File: config.mk
export PLATFORM = sky130hd
export DESIGN_NAME = i2c_tgt_evt
export DESIGN_NICKNAME = d
export VERILOG_FILES = /design/src/rtl/i2c_tgt_pkg.sv /design/src/rtl/i2c_tgt_sync.sv /design/src/rtl/i2c_tgt_engine.sv /design/src/rtl/i2c_tgt_regs.sv /design/src/rtl/i2c_tgt_evt.sv
export SDC_FILE = /design/constraint.sdc
export NUM_CORES = 1
export LEC_CHECK = 0
export BUFFER_PORTS_ARGS = -buffer_cell sky130_fd_sc_hd__buf_2
export CORE_MARGIN = 4
export CORE_UTILIZATION = 55
export CTS_BUF_LIST = sky130_fd_sc_hd__clkbuf_4 sky130_fd_sc_hd__clkbuf_8
export DETAILED_ROUTE_END_ITERATION = 6
export PLACE_DENSITY = 0.84
export SLEW_MARGIN = 20
export SYNTH_ARGS = -nofsm -noshare
export SYNTH_HDL_FRONTEND = slang
export SYNTH_SLANG_ARGS = --single-unit
File: constraint.sdc
create_clock -name clk -period 4.1 [get_ports clk]
set_clock_uncertainty 0.05 [all_clocks]
set_input_delay 1.025 -clock clk [delete_from_list [all_inputs] [get_ports clk]]
set_output_delay 1.025 -clock clk [all_outputs]
set_load 0.01 [all_outputs]
File: src/rtl/i2c_tgt_pkg.sv
package i2c_tgt_pkg;

    localparam int DW    = 8;
    localparam int AW    = 3;
    localparam int ADR_W = 7;
    localparam int NST   = 7;
    localparam int NCTL  = 4;

    localparam logic [AW-1:0] OFS_CTRL = 3'd0;
    localparam logic [AW-1:0] OFS_STAT = 3'd1;
    localparam logic [AW-1:0] OFS_IEN  = 3'd2;
    localparam logic [AW-1:0] OFS_OWN  = 3'd3;
    localparam logic [AW-1:0] OFS_DATA = 3'd4;

    localparam int C_NACK = 0;
    localparam int C_GCEN = 1;
    localparam int C_EN   = 2;
    localparam int C_BUF  = 3;

    localparam int S_ADR  = 0;
    localparam int S_DRX  = 1;
    localparam int S_DTX  = 2;
    localparam int S_DEMP = 3;
    localparam int S_STOP = 4;
    localparam int S_DIR  = 5;
    localparam int S_GC   = 6;

    typedef enum logic [2:0] {
        PH_IDLE, PH_ADDR, PH_AACK, PH_RX, PH_RACK, PH_TX, PH_TACK, PH_SKIP
    } phase_e;

    typedef struct packed {
        logic gc;
        logic dir;
        logic stop;
        logic demp;
        logic dtx;
        logic drx;
        logic adr;
    } evt_t;

    typedef struct packed {
        logic start;
        logic stop;
        logic rise;
        logic fall;
        logic sda;
    } line_t;

    function automatic logic addr_hit(input logic [DW-1:0] first,
                                      input logic [ADR_W-1:0] own,
                                      input logic gc_en);
        return (first[DW-1:1] == own) || (gc_en && first == '0);
    endfunction

    function automatic logic [NST-1:0] stat_next(input logic [NST-1:0] cur,
                                                 input logic [NST-1:0] clr,
                                                 input evt_t e);
        logic [NST-1:0] n;
        n = cur & ~clr;
        if (e.adr) begin
            n[S_ADR] = 1'b1;
            n[S_DIR] = e.dir;
        end
        if (e.gc)   n[S_GC]   = 1'b1;
        if (e.stop) n[S_STOP] = 1'b1;
        if (e.demp) n[S_DEMP] = 1'b1;
        if (e.dtx)  n[S_DTX]  = 1'b1;
        if (e.drx)  n[S_DRX]  = 1'b1;
        return n;
    endfunction

endpackage

File: src/rtl/i2c_tgt_sync.sv
module i2c_tgt_sync
    import i2c_tgt_pkg::*;
#(
    parameter int STAGES = 2
) (
    input  logic  clk,
    input  logic  rst,
    input  logic  scl_i,
    input  logic  sda_i,
    output line_t ln
);
    localparam int MSB = STAGES - 1;

    logic [MSB:0] scl_q, sda_q;
    logic         scl_p, sda_p;
    logic         scl_s, sda_s;

    always_ff @(posedge clk) begin
        if (rst) begin
            scl_q <= '1;
            sda_q <= '1;
            scl_p <= 1'b1;
            sda_p <= 1'b1;
        end else begin
            scl_q <= {scl_q[MSB-1:0], scl_i};
            sda_q <= {sda_q[MSB-1:0], sda_i};
            scl_p <= scl_q[MSB];
            sda_p <= sda_q[MSB];
        end
    end

    always_comb begin
        scl_s    = scl_q[MSB];
        sda_s    = sda_q[MSB];
        ln.start = scl_s & scl_p & sda_p & ~sda_s;
        ln.stop  = scl_s & scl_p & ~sda_p & sda_s;
        ln.rise  = scl_s & ~scl_p;
        ln.fall  = ~scl_s & scl_p;
        ln.sda   = sda_s;
    end
endmodule

File: src/rtl/i2c_tgt_engine.sv
module i2c_tgt_engine
    import i2c_tgt_pkg::*;
(
    input  logic             clk,
    input  logic             rst,
    input  logic             en,
    input  logic             gc_en,
    input  logic             fnack,
    input  logic             de_pend,
    input  logic             dr_pend,
    input  logic [ADR_W-1:0] own,
    input  logic [DW-1:0]    tx_byte,
    input  line_t            ln,
    output evt_t             evt,
    output logic [DW-1:0]    rx_byte,
    output logic             sda_drv,
    output logic             scl_hold
);
    localparam int CW = $clog2(DW + 1);
    localparam logic [CW-1:0] LAST = CW'(DW);

    phase_e        ph;
    logic [DW-1:0] sh;
    logic [CW-1:0] cnt;
    logic          rw, active, need_load, mack;
    logic [1:0]    guard;

    always_ff @(posedge clk) begin
        if (rst) begin
            ph        <= PH_IDLE;
            sh        <= '0;
            cnt       <= '0;
            rw        <= 1'b0;
            active    <= 1'b0;
            need_load <= 1'b0;
            mack      <= 1'b0;
            guard     <= '0;
            evt       <= '0;
            rx_byte   <= '0;
            sda_drv   <= 1'b0;
        end else begin
            evt   <= '0;
            guard <= {1'b0, guard[1]};
            if (ln.stop) begin
                if (active) evt.stop <= 1'b1;
                active    <= 1'b0;
                ph        <= PH_IDLE;
                sda_drv   <= 1'b0;
                need_load <= 1'b0;
            end else if (ln.start) begin
                active    <= 1'b0;
                ph        <= PH_ADDR;
                cnt       <= '0;
                sda_drv   <= 1'b0;
                need_load <= 1'b0;
            end else begin
                case (ph)
                    PH_ADDR: begin
                        if (ln.rise) begin
                            sh  <= {sh[DW-2:0], ln.sda};
                            cnt <= cnt + 1'b1;
                        end else if (ln.fall && cnt == LAST) begin
                            if (en && addr_hit(sh, own, gc_en)) begin
                                evt.adr <= 1'b1;
                                evt.dir <= sh[0];
                                evt.gc  <= gc_en && (sh == '0);
                                rw      <= sh[0];
                                active  <= 1'b1;
                                sda_drv <= 1'b1;
                                ph      <= PH_AACK;
                            end else begin
                                ph <= PH_SKIP;
                            end
                        end
                    end
                    PH_AACK: begin
                        if (ln.fall) begin
                            sda_drv <= 1'b0;
                            cnt     <= '0;
                            if (rw) begin
                                ph        <= PH_TX;
                                need_load <= 1'b1;
                                evt.demp  <= 1'b1;
                                guard     <= 2'b11;
                            end else begin
                                ph <= PH_RX;
                            end
                        end
                    end
                    PH_RX: begin
                        if (ln.rise) begin
                            sh  <= {sh[DW-2:0], ln.sda};
                            cnt <= cnt + 1'b1;
                        end else if (ln.fall && cnt == LAST) begin
                            rx_byte <= sh;
                            evt.drx <= 1'b1;
                            guard   <= 2'b11;
                            sda_drv <= ~fnack;
                            ph      <= PH_RACK;
                        end
                    end
                    PH_RACK: begin
                        if (ln.fall) begin
                            sda_drv <= 1'b0;
                            cnt     <= '0;
                            ph      <= PH_RX;
                        end
                    end
                    PH_TX: begin
                        if (need_load) begin
                            if (guard == '0 && !de_pend) begin
                                sh        <= tx_byte;
                                need_load <= 1'b0;
                                cnt       <= '0;
                                sda_drv   <= ~tx_byte[DW-1];
                            end
                        end else if (ln.rise) begin
                            cnt <= cnt + 1'b1;
                        end else if (ln.fall) begin
                            if (cnt == LAST) begin
                                sda_drv <= 1'b0;
                                evt.dtx <= 1'b1;
                                ph      <= PH_TACK;
                            end else begin
                                sh      <= {sh[DW-2:0], 1'b0};
                                sda_drv <= ~sh[DW-2];
                            end
                        end
                    end
                    PH_TACK: begin
                        if (ln.rise) begin
                            mack <= ~ln.sda;
                        end else if (ln.fall) begin
                            if (mack) begin
                                ph        <= PH_TX;
                                need_load <= 1'b1;
                                evt.demp  <= 1'b1;
                                guard     <= 2'b11;
                            end else begin
                                ph <= PH_SKIP;
                            end
                        end
                    end
                    default: ;
                endcase
            end
        end
    end

    always_comb begin
        scl_hold = ((ph == PH_RACK) && (guard != '0 || dr_pend)) ||
                   ((ph == PH_TX) && need_load);
    end
endmodule

File: src/rtl/i2c_tgt_regs.sv
module i2c_tgt_regs
    import i2c_tgt_pkg::*;
(
    input  logic             clk,
    input  logic             rst,
    input  logic             wr,
    input  logic [AW-1:0]    addr,
    input  logic [DW-1:0]    wdata,
    input  evt_t             evt,
    input  logic [DW-1:0]    rx_byte,
    output logic [DW-1:0]    rdata,
    output logic [NCTL-1:0]  ctrl,
    output logic [NST-1:0]   st,
    output logic [NST-1:0]   ien,
    output logic [ADR_W-1:0] own,
    output logic [DW-1:0]    tx_byte,
    output logic             irq
);
    logic [NST-1:0] clr;

    always_comb begin
        clr = (wr && addr == OFS_STAT) ? ~wdata[NST-1:0] : '0;
    end

    always_ff @(posedge clk) begin
        if (rst) begin
            ctrl    <= '0;
            st      <= '0;
            ien     <= '0;
            own     <= '0;
            tx_byte <= '0;
        end else begin
            st <= stat_next(st, clr, evt);
            if (wr) begin
                case (addr)
                    OFS_CTRL: ctrl    <= wdata[NCTL-1:0];
                    OFS_IEN:  ien     <= wdata[NST-1:0];
                    OFS_OWN:  own     <= wdata[ADR_W-1:0];
                    OFS_DATA: tx_byte <= wdata;
                    default: ;
                endcase
            end
        end
    end

    always_comb begin
        case (addr)
            OFS_CTRL: rdata = DW'(ctrl);
            OFS_STAT: rdata = DW'(st);
            OFS_IEN:  rdata = DW'(ien);
            OFS_OWN:  rdata = DW'(own);
            OFS_DATA: rdata = rx_byte;
            default:  rdata = '0;
        endcase
        irq = |(st & ien);
    end
endmodule

File: src/rtl/i2c_tgt_evt.sv
module i2c_tgt_evt
    import i2c_tgt_pkg::*;
#(
    parameter int SYNC_STAGES = 2
) (
    input  logic          clk,
    input  logic          rst,
    input  logic          reg_wr,
    input  logic [AW-1:0] reg_addr,
    input  logic [DW-1:0] reg_wdata,
    output logic [DW-1:0] reg_rdata,
    input  logic          scl_i,
    input  logic          sda_i,
    output logic          scl_oe,
    output logic          sda_oe,
    output logic          irq
);
    line_t            ln;
    evt_t             evt;
    logic [DW-1:0]    rx_byte, tx_byte;
    logic [NCTL-1:0]  ctrl_q;
    logic [NST-1:0]   stat_q, ien_q;
    logic [ADR_W-1:0] own_q;

    i2c_tgt_sync #(.STAGES(SYNC_STAGES)) u_sync (
        .clk   (clk),
        .rst   (rst),
        .scl_i (scl_i),
        .sda_i (sda_i),
        .ln    (ln)
    );

    i2c_tgt_engine u_eng (
        .clk      (clk),
        .rst      (rst),
        .en       (ctrl_q[C_EN]),
        .gc_en    (ctrl_q[C_GCEN]),
        .fnack    (ctrl_q[C_NACK]),
        .de_pend  (stat_q[S_DEMP]),
        .dr_pend  (stat_q[S_DRX]),
        .own      (own_q),
        .tx_byte  (tx_byte),
        .ln       (ln),
        .evt      (evt),
        .rx_byte  (rx_byte),
        .sda_drv  (sda_oe),
        .scl_hold (scl_oe)
    );

    i2c_tgt_regs u_regs (
        .clk     (clk),
        .rst     (rst),
        .wr      (reg_wr),
        .addr    (reg_addr),
        .wdata   (reg_wdata),
        .evt     (evt),
        .rx_byte (rx_byte),
        .rdata   (reg_rdata),
        .ctrl    (ctrl_q),
        .st      (stat_q),
        .ien     (ien_q),
        .own     (own_q),
        .tx_byte (tx_byte),
        .irq     (irq)
    );
endmodule

Word-level counts from Yosys, hierarchy flattened
Cells that the tools add are included.
W data, S select, Z words.
- bits in registers: 76
- logic and storage cells: 227
- add/sub/neg operators: 1
- eq/ne operators: 47
- muxes and demuxes: 79
- bitwise gates (word level): 27
- reduce and logical (&&, ||, !) cells: 45
- operators with widths (cell ; number):
    $mux W8 ; 6
    $mux W3 ; 14
    $pmux W8 S5 ; 1
    $mux W1 ; 37
    $ne A3 B2 Y1 const B ; 9
    $reduce_and A13 Y1 ; 2
    $ne A2 B1 Y1 const B ; 12
    $reduce_or A7 Y1 ; 3
    $mux W4 ; 5
    $ne A3 B3 Y1 const B ; 6
    $pmux W3 S6 ; 1
    $mux W2 ; 8
    $not A1 Y1 ; 16
    $pmux W8 S2 ; 1
    $and A7 B7 Y7 ; 2
    $not A7 Y7 ; 2
    $eq A3 B2 Y1 const B ; 4
    $eq A3 B3 Y1 const B ; 4
    $pmux W4 S3 ; 1
    $reduce_and A4 Y1 ; 3
    $reduce_and A6 Y1 ; 2
    $ne A2 B2 Y1 const B ; 5
    $reduce_and A10 Y1 ; 1
    $logic_not A8 Y1 ; 1
    other kinds (29) ; 53

Longest topological paths before layout
Gate-level depths: netlist of run 1.
- depth in word-level cells: 9
- gate-level depth with buffers: 8

Cells and area by module
A second synthesis of run 1 with hierarchy kept.
- cell total of the unflattened synthesis: 409
- area, all modules: 3654.8 sq um
- by module, submodules not included (module ; instances ; cells each ; area an instance (sq um) ; sequential area each (sq um)):
    i2c_tgt_engine ; 1 ; 234 ; 1926.8 ; 740.7
    i2c_tgt_regs ; 1 ; 158 ; 1530.2 ; 660.6
    i2c_tgt_sync ; 1 ; 17 ; 197.7 ; 120.1

Least setup slack after synthesis of run 1
OpenSTA, ideal clock, no wires.
- path kind: input -> output
- start: in reg_addr[1]
- end: out reg_rdata[0]
- data arrival time: 1.984 ns
- data required time: 3.025 ns
- setup slack: 1.041 ns
- stages: 5
- path through: clkbuf_1 -> buf_2 -> mux4_2 -> inv_1 -> o21ai_0
- word-level cells in the longest chain between the ends: 2
- elaborated cells between the ends (all ways): 6
- RTL lines (element ; RTL line ; source):
    start: declaration ; i2c_tgt_evt.sv:9 ; input logic [AW-1:0] reg_addr,
    $eq A3 B3 Y1 (tied with other cells) ; i2c_tgt_regs.sv:47 ; case (addr)
    $pmux W8 S5 * ; i2c_tgt_regs.sv:47 ;
    end: declaration ; i2c_tgt_evt.sv:11 ; output logic [DW-1:0] reg_rdata,
Every way passes the cells marked *; elsewhere a longest branch is shown, timed or not.

Final worst setup path of run 1
- start: in reg_addr[0]
- end: out reg_rdata[0]
The elaborated chain is that of the path after synthesis.

==> results of run 1 <==
[area by class of cell]
cell class                 count  area, µm²
sequential                    76       1521
inverter                      15      56.30
timing repair buffer          29      152.6
tap                           75      93.84
fill                         523       2192
clock buffer                   9      123.9
clock inverter                 7      82.58
multi-input combinational    273       1838
[how the worst min path moves through the flow]
stage	cells past startpoint	end	from	slack, ns
floorplan	1	u_sync.scl_q[1]	u_sync.scl_q[0]	0.34
global placement	1	u_sync.sda_q[1]	u_sync.sda_q[0]	0.35
detailed placement	1	u_sync.sda_q[1]	u_sync.sda_q[0]	0.35
CTS	1	u_sync.sda_q[1]	u_sync.sda_q[0]	0.37
global route	1	u_sync.sda_q[1]	u_sync.sda_q[0]	0.38
finish	1	u_sync.sda_q[1]	u_sync.sda_q[0]	0.37
[registers in the layout, summed over array words and instances (netlist names), 2 cells and up]
| signal | flops |
|---|---|
| u_eng.ph | 3 |
| u_sync.sda_q | 2 |
| u_eng.evt | 7 |
| u_regs.ctrl | 4 |
| u_eng.guard | 2 |
| u_regs.ien | 7 |
| u_eng.sh | 8 |
| u_sync.scl_q | 2 |
| u_regs.tx_byte | 8 |
| u_eng.cnt | 4 |
| u_eng.rx_byte | 8 |
| u_regs.st | 7 |
| u_regs.own | 7 |
[power by group through the flow]
| stage | Clock (mW) | Combinational (mW) | Sequential, mW |
|---|---|---|---|
| floorplan | 0 | 0.0573 | 0.770 |
| finish | 0.589 | 0.0794 | 0.758 |
| detailed placement | 0 | 0.0779 | 0.775 |
| global placement | 0 | 0.0755 | 0.774 |
| CTS | 0.600 | 0.0788 | 0.757 |
| global route | 0.626 | 0.0879 | 0.759 |
[placed cells by master, fill, tap and decap left out, types with 5 or more instances in the layout]
cell,netlist,routed
clkbuf_8,0,9
xnor2_1,10,10
o21ai_0,21,21
nor3_1,6,6
buf_2,7,26
inv_1,14,14
nand3_1,13,13
nand4_1,5,5
a21oi_1,14,14
mux2i_1,47,47
a22oi_1,5,5
nand2_1,14,14
nor2_1,60,60
a211oi_1,8,8
nor3b_1,5,5
dfxtp_1,76,76
[metal layers]
layer  track usage [%]  part of all wire [%]  up-vias
met5                 0                     0        -
met4             6.555                   2.0        0
met3             6.303                   7.2       18
met2             38.01                    48      107
met1             28.83                    43     1386
li1                  -                     -     1409
[critical path, cell delays in order]
cell	delay (ns)
buf_2	0.24
mux4_2	0.53
inv_1	0.06
o21ai_0	0.06
buf_2	0.15
[kinds of logic after synthesis]
family,Yosys count,share of synthesized area (%)
muxes,53,15.97
DFF,76,43.34
buffers and inverters,36,4.312
adders and majority gates,2,0.7126
AOI/OAI and AO/OA,71,13.47
xor gates and xnor gates,10,2.495
and+or+nand+nor,137,19.71
==> impl_metrics.json, run 1 <==
{
  "rows": 28,
  "worst_slack_ns": 0.9515,
  "top_level_ports": 27,
  "arrival_ns": 2.07,
  "drc": 0,
  "leakage_nw": 1.485,
  "antenna_found_initial": 0,
  "status": "finished clean",
  "max_cap_violations": 0,
  "relSlewSlack_pct": 44.36,
  "vias_per_cell": 6.033,
  "r2r_cells": 4,
  "syn_area_um2": 3511,
  "synthArstFlopShare_pct": 0,
  "final_cell_count_no_fill": 484,
  "setup_viol": 0,
  "ys.flop_type": "dfxtp_1",
  "required_ns": 3.02,
  "critPathKind": "input port to output pin",
  "htreeDepth": 3,
  "wl_per_cell_um": 16.78,
  "pre_cts_slack_ns": 0.9413,
  "yosysMostFrequentCell": "dfxtp_1",
  "hold_slack_ns": 0.3677,
  "hold_violations": 0,
  "ys_types": 57,
  "crit_end": "reg_rdata[0]",
  "startpoint_type": "input port",
  "yosys-top-cells-count": "76 x dfxtp_1, 60 x nor2_1, 47 x mux2i_1",
  "peakVddDrop_v": 0.0003870,
  "synth_area_leaders": "dfxtp_1 43%, mux2i_1 13%, nor2_1 6.4%, o21ai_0 3.0%, xnor2_1 2.5%",
  "ys_seq_area_share_pct": 43.34,
  "crit_fanout": 14,
  "drive_gt1_share_pct": 16.14,
  "power_mw": 1.426,
  "r2r_end": "u_eng.rx_byte[2]",
  "slew_viol_final": 0,
  "clk_latency_ns": 0.35,
  "clk_pin_slew_ns": 0.08,
  "grt_max_degree": 61,
  "place_congestion": 0.9086,
  "area_growth_pct": 10.19,
  "yosysTopAreaCell": "dfxtp_1",
  "nets": 422,
  "grt_pass1_wl_um": 13630,
  "dieArea_um2": 7726,
  "gr-total-overflow": 0,
  "grt_pass1_vias": 2783,
  "holdBufCountCts": 0,
  "clockBufferDepth": 2,
  "p_int_mw": 1.068,
  "die_h_um": 87.90,
  "fin_crit_ns": 3.148,
  "synth_nets": 403,
  "seq_power_share_pct": 53.1,
  "yosys_warnings": 0,
  "drt_iter0_markers": 221,
  "grt_util_all_layers_pct": 22.77,
  "yosysTopAreaCellShare_pct": 43.34,
  "synth_area_per_cell_um2": 9.119,
  "tightest_slew_ns": 0.8282,
  "p_clk_share_pct": 41.3,
  "rsz0062_at_grt": "no",
  "die_w_um": 87.90,
  "cts-root-buf": "clkbuf_8",
  "setup-tns-final_ns": 0,
  "diodes": 0,
  "post_cts_buffers": 0,
  "p_switching_mw": 0.3585,
  "timing.final.crit_share_pct": 76.79,
  "synth_edf_count": 0,
  "p_sw_share_pct": 25.14,
  "initial_core_util_pct": 57.93,
  "ant_nets": 0,
  "core_area_um2": 6061,
  "utilization_pct": 63.83,
  "cts_tree": "yes",
  "ys_ff_latch": 76,
  "cts_sinks": 76,
  "regToRegSetupSlack_ns": 2.00,
  "dp_cells": 468,
  "cts_resized": 0,
  "placed_area_um2": 3662,
  "drt-pass1-iter-count": 4,
  "design_area_um2": 3869,
  "num_vias": 2920,
  "startpoint": "reg_addr[0]",
  "numPortBuffers": 26,
  "reg2reg_from": "u_eng.ph[0]",
  "dpl.hpwl_um": 5729,
  "hold_path_class": "flop to flop",
  "power_frac_comb_pct": 5.6,
  "fmax_mhz": 317.6,
  "worst_setup_path_end_kind": "output pin",
  "wl_um": 8122,
  "p_per_area_nw_per_um2": 368.6,
  "syn_inst": 385,
  "numCtsBuffers": 9
}
Note: power is estimated with default switching activity, not from simulation.
==> run 2, diff against run 1 <==
Clock period 4.1 ns to 3.15 ns, I/O delays scaled along.
==> run 2 against run 1 <==
  * Cell area is 0.55% lower
  * Critical path type unchanged
  * Die area is the same
  * Sequential power increased by 30%
  * Utilization fell by 0.35 points
  * Highest routed layer unchanged
  * Power increased by 22%
  * Via count fell by 1.7%
  * Clock-buffer cell count is 1 higher
  * Largest power group unchanged
  * Sequential share of layout area grew 0.22 points
  * Register-to-register slack worse by 0.96 ns
  * Worst hold slack gained 0.0051 ns
==> impl_metrics.json, run 2 (synthesis gave the netlist of run 1 again) <==
{
  "status": "finished clean",
  "power_mw": 1.746,
  "grt_pass1_wl_um": 13080,
  "tightest_slew_ns": 0.8182,
  "hold_slack_ns": 0.3728,
  "place_congestion": 0.8938,
  "grt_max_degree": 60,
  "post_cts_buffers": 0,
  "regToRegSetupSlack_ns": 1.04,
  "clockBufferDepth": 2,
  "startpoint_type": "input port",
  "antenna_found_initial": 0,
  "critPathTopFamily": "multiplexers",
  "worst_slack_ns": 0.4795,
  "p_clk_share_pct": 37.6,
  "cts_sinks": 76,
  "cts_tree": "yes",
  "p_int_mw": 1.316,
  "setup-tns-final_ns": 0,
  "slew_viol_final": 0,
  "numPortBuffers": 26,
  "crit_top_cell": "buf_2",
  "drt-pass1-iter-count": 5,
  "num_vias": 2870,
  "dpl.hpwl_um": 5760,
  "mostFrequentLayoutCell": "dfxtp_1",
  "clk_latency_ns": 0.35,
  "power_frac_comb_pct": 5.9,
  "initial_core_util_pct": 57.93,
  "core_area_um2": 6061,
  "pre_cts_slack_ns": 0.4717,
  "nets": 423,
  "grt_util_all_layers_pct": 21.95,
  "worst_setup_path_end_kind": "output pin",
  "gr-total-overflow": 0,
  "grt_pass1_vias": 2746,
  "nFillCells": 504,
  "ant_nets": 0,
  "max_cap_violations": 0,
  "htreeDepth": 3,
  "die_w_um": 87.90,
  "drc": 0,
  "wl_per_cell_um": 16.44,
  "utilization_pct": 63.48,
  "dieArea_um2": 7726,
  "numCtsBuffers": 9,
  "required_ns": 2.31,
  "drive_gt1_share_pct": 16.34,
  "area_growth_pct": 9.587,
  "rows": 28,
  "cp_slowest_cell": "mux4_2",
  "cts-root-buf": "clkbuf_8",
  "crit_fanout": 14,
  "leakage_nw": 1.473,
  "seq_power_share_pct": 56.5,
  "crit_buf_inv": 3,
  "cts_resized": 0,
  "p_switching_mw": 0.4295,
  "cp_cell_sequence": "buf_2 > mux4_2 > inv_1 > o21ai_0 > buf_2",
  "relSlewSlack_pct": 45.03,
  "fin_crit_ns": 2.670,
  "cp_slowest_stage_delay_ns": 0.54,
  "final_cell_mix": "76 x dfxtp_1, 60 x nor2_1, 47 x mux2i_1",
  "setup_viol": 0,
  "clk_pin_slew_ns": 0.08,
  "drt_iter0_markers": 294,
  "wl_um": 7973,
  "regArea_um2": 1521,
  "timing.final.crit_share_pct": 84.78,
  "holdBufCountCts": 0,
  "diodes": 0,
  "p_sw_share_pct": 24.61,
  "p_per_area_nw_per_um2": 453.7,
  "critPathKind": "input port to output pin",
  "fmax_mhz": 374.5,
  "die_h_um": 87.90,
  "reg_top3": "u_eng.rx_byte (8), u_eng.sh (8), u_regs.tx_byte (8)",
  "peakVddDrop_v": 0.0003494,
  "hold_violations": 0,
  "rsz0062_at_grt": "no",
  "hold_path_class": "flop to flop",
  "arrival_ns": 1.83,
  "vias_per_cell": 5.918,
  "top_level_ports": 27,
  "multi_input_area_um2": 1838
}
[run 2: changes by cell type in the layout (fill, tap and decap cells not counted)]
cell / change
clkinvlp_4: +2
clkinv_4: -1
inv_8: -1
inv_6: -2
buf_4: +1
clkinv_2: +2
bufinv_16: -1
clkbuf_8: +1
[run 2: through the flow]
| stage | area [µm²] | std cells |
|---|---|---|
| after global routing | 3847 | 485 |
| after global placement | 3670 | 469 |
| after detailed placement | 3670 | 469 |
| after floorplan | 3511 | 385 |
| final | 3847 | 485 |
| after CTS | 3847 | 485 |
[run 2: path summary, 6_finish.rpt]
path	start	endpoint	depth (start not counted)
worst max register to register	u_eng.ph[0]	u_eng.rx_byte[2]	4
worst max-delay path	reg_addr[0]	reg_rdata[0]	5
worst min-delay path	u_eng.evt[3]	u_regs.st[3]	2
worst min register to register	u_eng.evt[3]	u_regs.st[3]	2
[run 2: layer usage]
metal | up-vias | routed length (µm) | track usage [%]
met4 | 0 | 119 | 7.392
li1 | 1402 | - | -
met3 | 13 | 446 | 5.174
met5 | - | 0 | 0
met1 | 1372 | 3551 | 27.85
met2 | 83 | 3856 | 36.71
[run 2: area by class of cell]
cell class	count	share of cell area, %
Timing Repair Buffer	30	4.163
Clock buffer	10	3.577
Tap cell	75	2.439
Multi-Input combinational cell	273	47.77
Sequential cell	76	39.54
Clock inverter	6	1.041
Inverter	15	1.463
[run 2: worst reg2reg max path: stages (launching register included)]
cell     delay, ns
dfxtp_1       0.73
nand3_1       0.32
nor2_2        0.56
mux2i_1       0.27
nor2_1        0.05
[run 2: power by group through the flow]
| stage | registers, mW | logic (mW) | clock network (mW) |
|---|---|---|---|
| final | 0.986 | 0.103 | 0.656 |
| after global routing | 0.988 | 0.113 | 0.709 |
| after CTS | 0.986 | 0.102 | 0.671 |
| after detailed placement | 1.01 | 0.102 | 0 |
| after global placement | 1.01 | 0.0986 | 0 |
| after floorplan | 1.00 | 0.0745 | 0 |
==> run 3, diff against run 2 <==
Settings changed: ABC_AREA set to 1.
Clock period 3.15 ns to 2.7 ns, I/O delays scaled along.
==> run 3 against run 2 <==
  * Via count up 22%
  * Global-route usage up 2.7 points
  * Synthesized cell count up 32%
  * Highest routed layer unchanged
  * Largest cell class unchanged
  * Combinational power rose to 9.0 times the previous value
  * Setup slack worse by 0.29 ns
==> impl_metrics.json, run 3 <==
{
  "syn_inst": 510,
  "syn_area_um2": 3572,
  "synth_area_leaders": "dfxtp_1 43%, o21ai_0 9.1%, nand2_1 8.9%, inv_1 8.3%, a21oi_1 7.3%",
  "grt_max_degree": 46,
  "fmax_mhz": 398.6,
  "numCtsBuffers": 9,
  "numPortBuffers": 26,
  "yosys-top-cells-count": "85 x nand2_1, 79 x inv_1, 76 x dfxtp_1",
  "max_cap_violations": 0,
  "drc": 0,
  "num_vias": 3490,
  "slew_viol_final": 0,
  "synth-simple-area-share_pct": 23.61,
  "critPathKind": "input port to output pin",
  "drt_iter0_markers": 256,
  "dpl.hpwl_um": 6549,
  "timing.final.crit_share_pct": 92.92,
  "pre_cts_slack_ns": 0.2179,
  "core_area_um2": 6314,
  "reg_top3": "u_eng.rx_byte (8), u_eng.sh (8), u_regs.tx_byte (8)",
  "drt-pass1-iter-count": 5,
  "worst_setup_path_end_kind": "output pin",
  "synth_top_family_by_area": "simple AND/OR/NAND/NOR gates",
  "synth_xor_xnor_area_share_pct": 0,
  "htreeDepth": 3,
  "vias_per_cell": 5.620,
  "synth_edf_count": 0,
  "rows": 29,
  "ys.flop_type": "dfxtp_1",
  "p_per_area_nw_per_um2": 817.0,
  "cts_sinks": 76,
  "startpoint_type": "input port",
  "top_level_ports": 27,
  "hold_violations": 0,
  "synth_fa_ha_area_share_pct": 0.7005,
  "setup-tns-final_ns": 0,
  "yosysTopAreaCell": "dfxtp_1",
  "grt_pass1_wl_um": 15050,
  "die_w_um": 88.59,
  "ant_nets": 0,
  "dieArea_um2": 7848,
  "relSlewSlack_pct": 61.59,
  "gr-total-overflow": 0,
  "hold_path_class": "flop to flop",
  "cts_tree": "yes",
  "ys_ff_latch": 76,
  "status": "finished clean",
  "arrival_ns": 1.78,
  "wl_um": 9087,
  "power_mw": 3.270,
  "mostFrequentLayoutCell": "nand2_1",
  "yosysTopAreaCellShare_pct": 42.59,
  "die_h_um": 88.59,
  "grt_util_all_layers_pct": 24.69,
  "clockBufferDepth": 2,
  "synthArstFlopShare_pct": 0,
  "ys_seq_area_share_pct": 42.59,
  "synth_nets": 528,
  "holdBufCountCts": 0,
  "place_congestion": 0.8937,
  "cts_resized": 0,
  "diodes": 0,
  "grt_pass1_vias": 3264,
  "worst_slack_ns": 0.1913,
  "rsz0062_at_grt": "no",
  "required_ns": 1.98,
  "crit_fanout": 8,
  "wl_per_cell_um": 14.63,
  "synth-compound-area-share_pct": 22.66,
  "fin_crit_ns": 2.509,
  "leakage_nw": 1.757,
  "clk_pin_slew_ns": 0.07,
  "area_growth_pct": 12.05,
  "setup_viol": 0,
  "utilization_pct": 63.40,
  "nets": 557,
  "ys_types": 33,
  "final_cell_mix": "85 x nand2_1, 79 x inv_1, 76 x dfxtp_1",
  "drive_gt1_share_pct": 11.21,
  "tightest_slew_ns": 0.5746,
  "synthMuxAreaShare_pct": 0,
  "yosys_warnings": 0,
  "design_area_um2": 4003,
  "post_cts_buffers": 0,
  "synth_area_per_cell_um2": 7.004,
  "peakVddDrop_v": 0.0005497,
  "yosysMostFrequentCell": "nand2_1",
  "cts-root-buf": "clkbuf_8",
  "initial_core_util_pct": 56.58,
  "antenna_found_initial": 0,
  "placed_area_um2": 3760,
  "clk_latency_ns": 0.35
}
-- run 3: cell count changes in the layout (fill, tap and decap cells not counted), moves of 10 or more --
cell	before	now
a21oi_1	14	52
inv_1	14	79
mux2i_1	47	0
nand2_1	14	85
o21ai_0	21	65
xnor2_1	10	0
-- run 3: cells by family after synthesis --
kind of cell             Yosys count
AND/OR/NAND/NOR                  194
AO/OA/AOI/OAI                    145
buffers and inverters             93
flip-flops                        76
adder cells (fa/ha/maj)            2
-- run 3: power breakdown --
group | switching [mW] | internal, mW | leakage, nW
Sequential | 0.0859 | 1.21 | 0.617
Combinational | 0.619 | 0.309 | 1.02
Clock | 0.424 | 0.626 | 0.120
Total | 1.13 | 2.14 | 1.76
-- run 3: layer usage --
metal	GRT usage, %	wire [µm]
met1	30.11	3930
met2	41.26	4221
met3	5.866	575
met4	11.26	359
met5	0	0
-- run 3: path summary, 6_finish.rpt --
path                   startpoint              end  slack (ns)  cells past startpoint
setup / recovery      reg_addr[1]     reg_rdata[3]        0.19                      7
hold / removal    u_sync.sda_q[0]  u_sync.sda_q[1]        0.36                      1
setup reg to reg      u_eng.ph[2]     u_eng.cnt[0]        0.78                      9
hold reg to reg   u_sync.sda_q[0]  u_sync.sda_q[1]        0.36                      1
-- run 3: critical path, cell delays in order --
cell and delay (ns):
buf_2 0.11, nor2_1 0.20, nand2_1 0.23, o22ai_1 0.21, a221oi_1 0.06, o21ai_0 0.11
buf_2 0.18
-- run 3: through the flow --
stage,hold WS (ns),std cells
after floorplan,0.3395,510
after global placement,0.3445,605
after detailed placement,0.3423,605
after CTS,0.3604,621
after global routing,0.3691,621
final,0.3600,621
-- run 3: final cells by class --
cell class / instances / area, µm²
fillers: 578 / 2311
multi-input cells: 341 / 1678
flip-flops and latches: 76 / 1521
inverters: 81 / 304.0
repair buffers: 30 / 160.2
clock buffers: 10 / 131.4
clock inverters: 6 / 111.4
well taps: 77 / 96.34
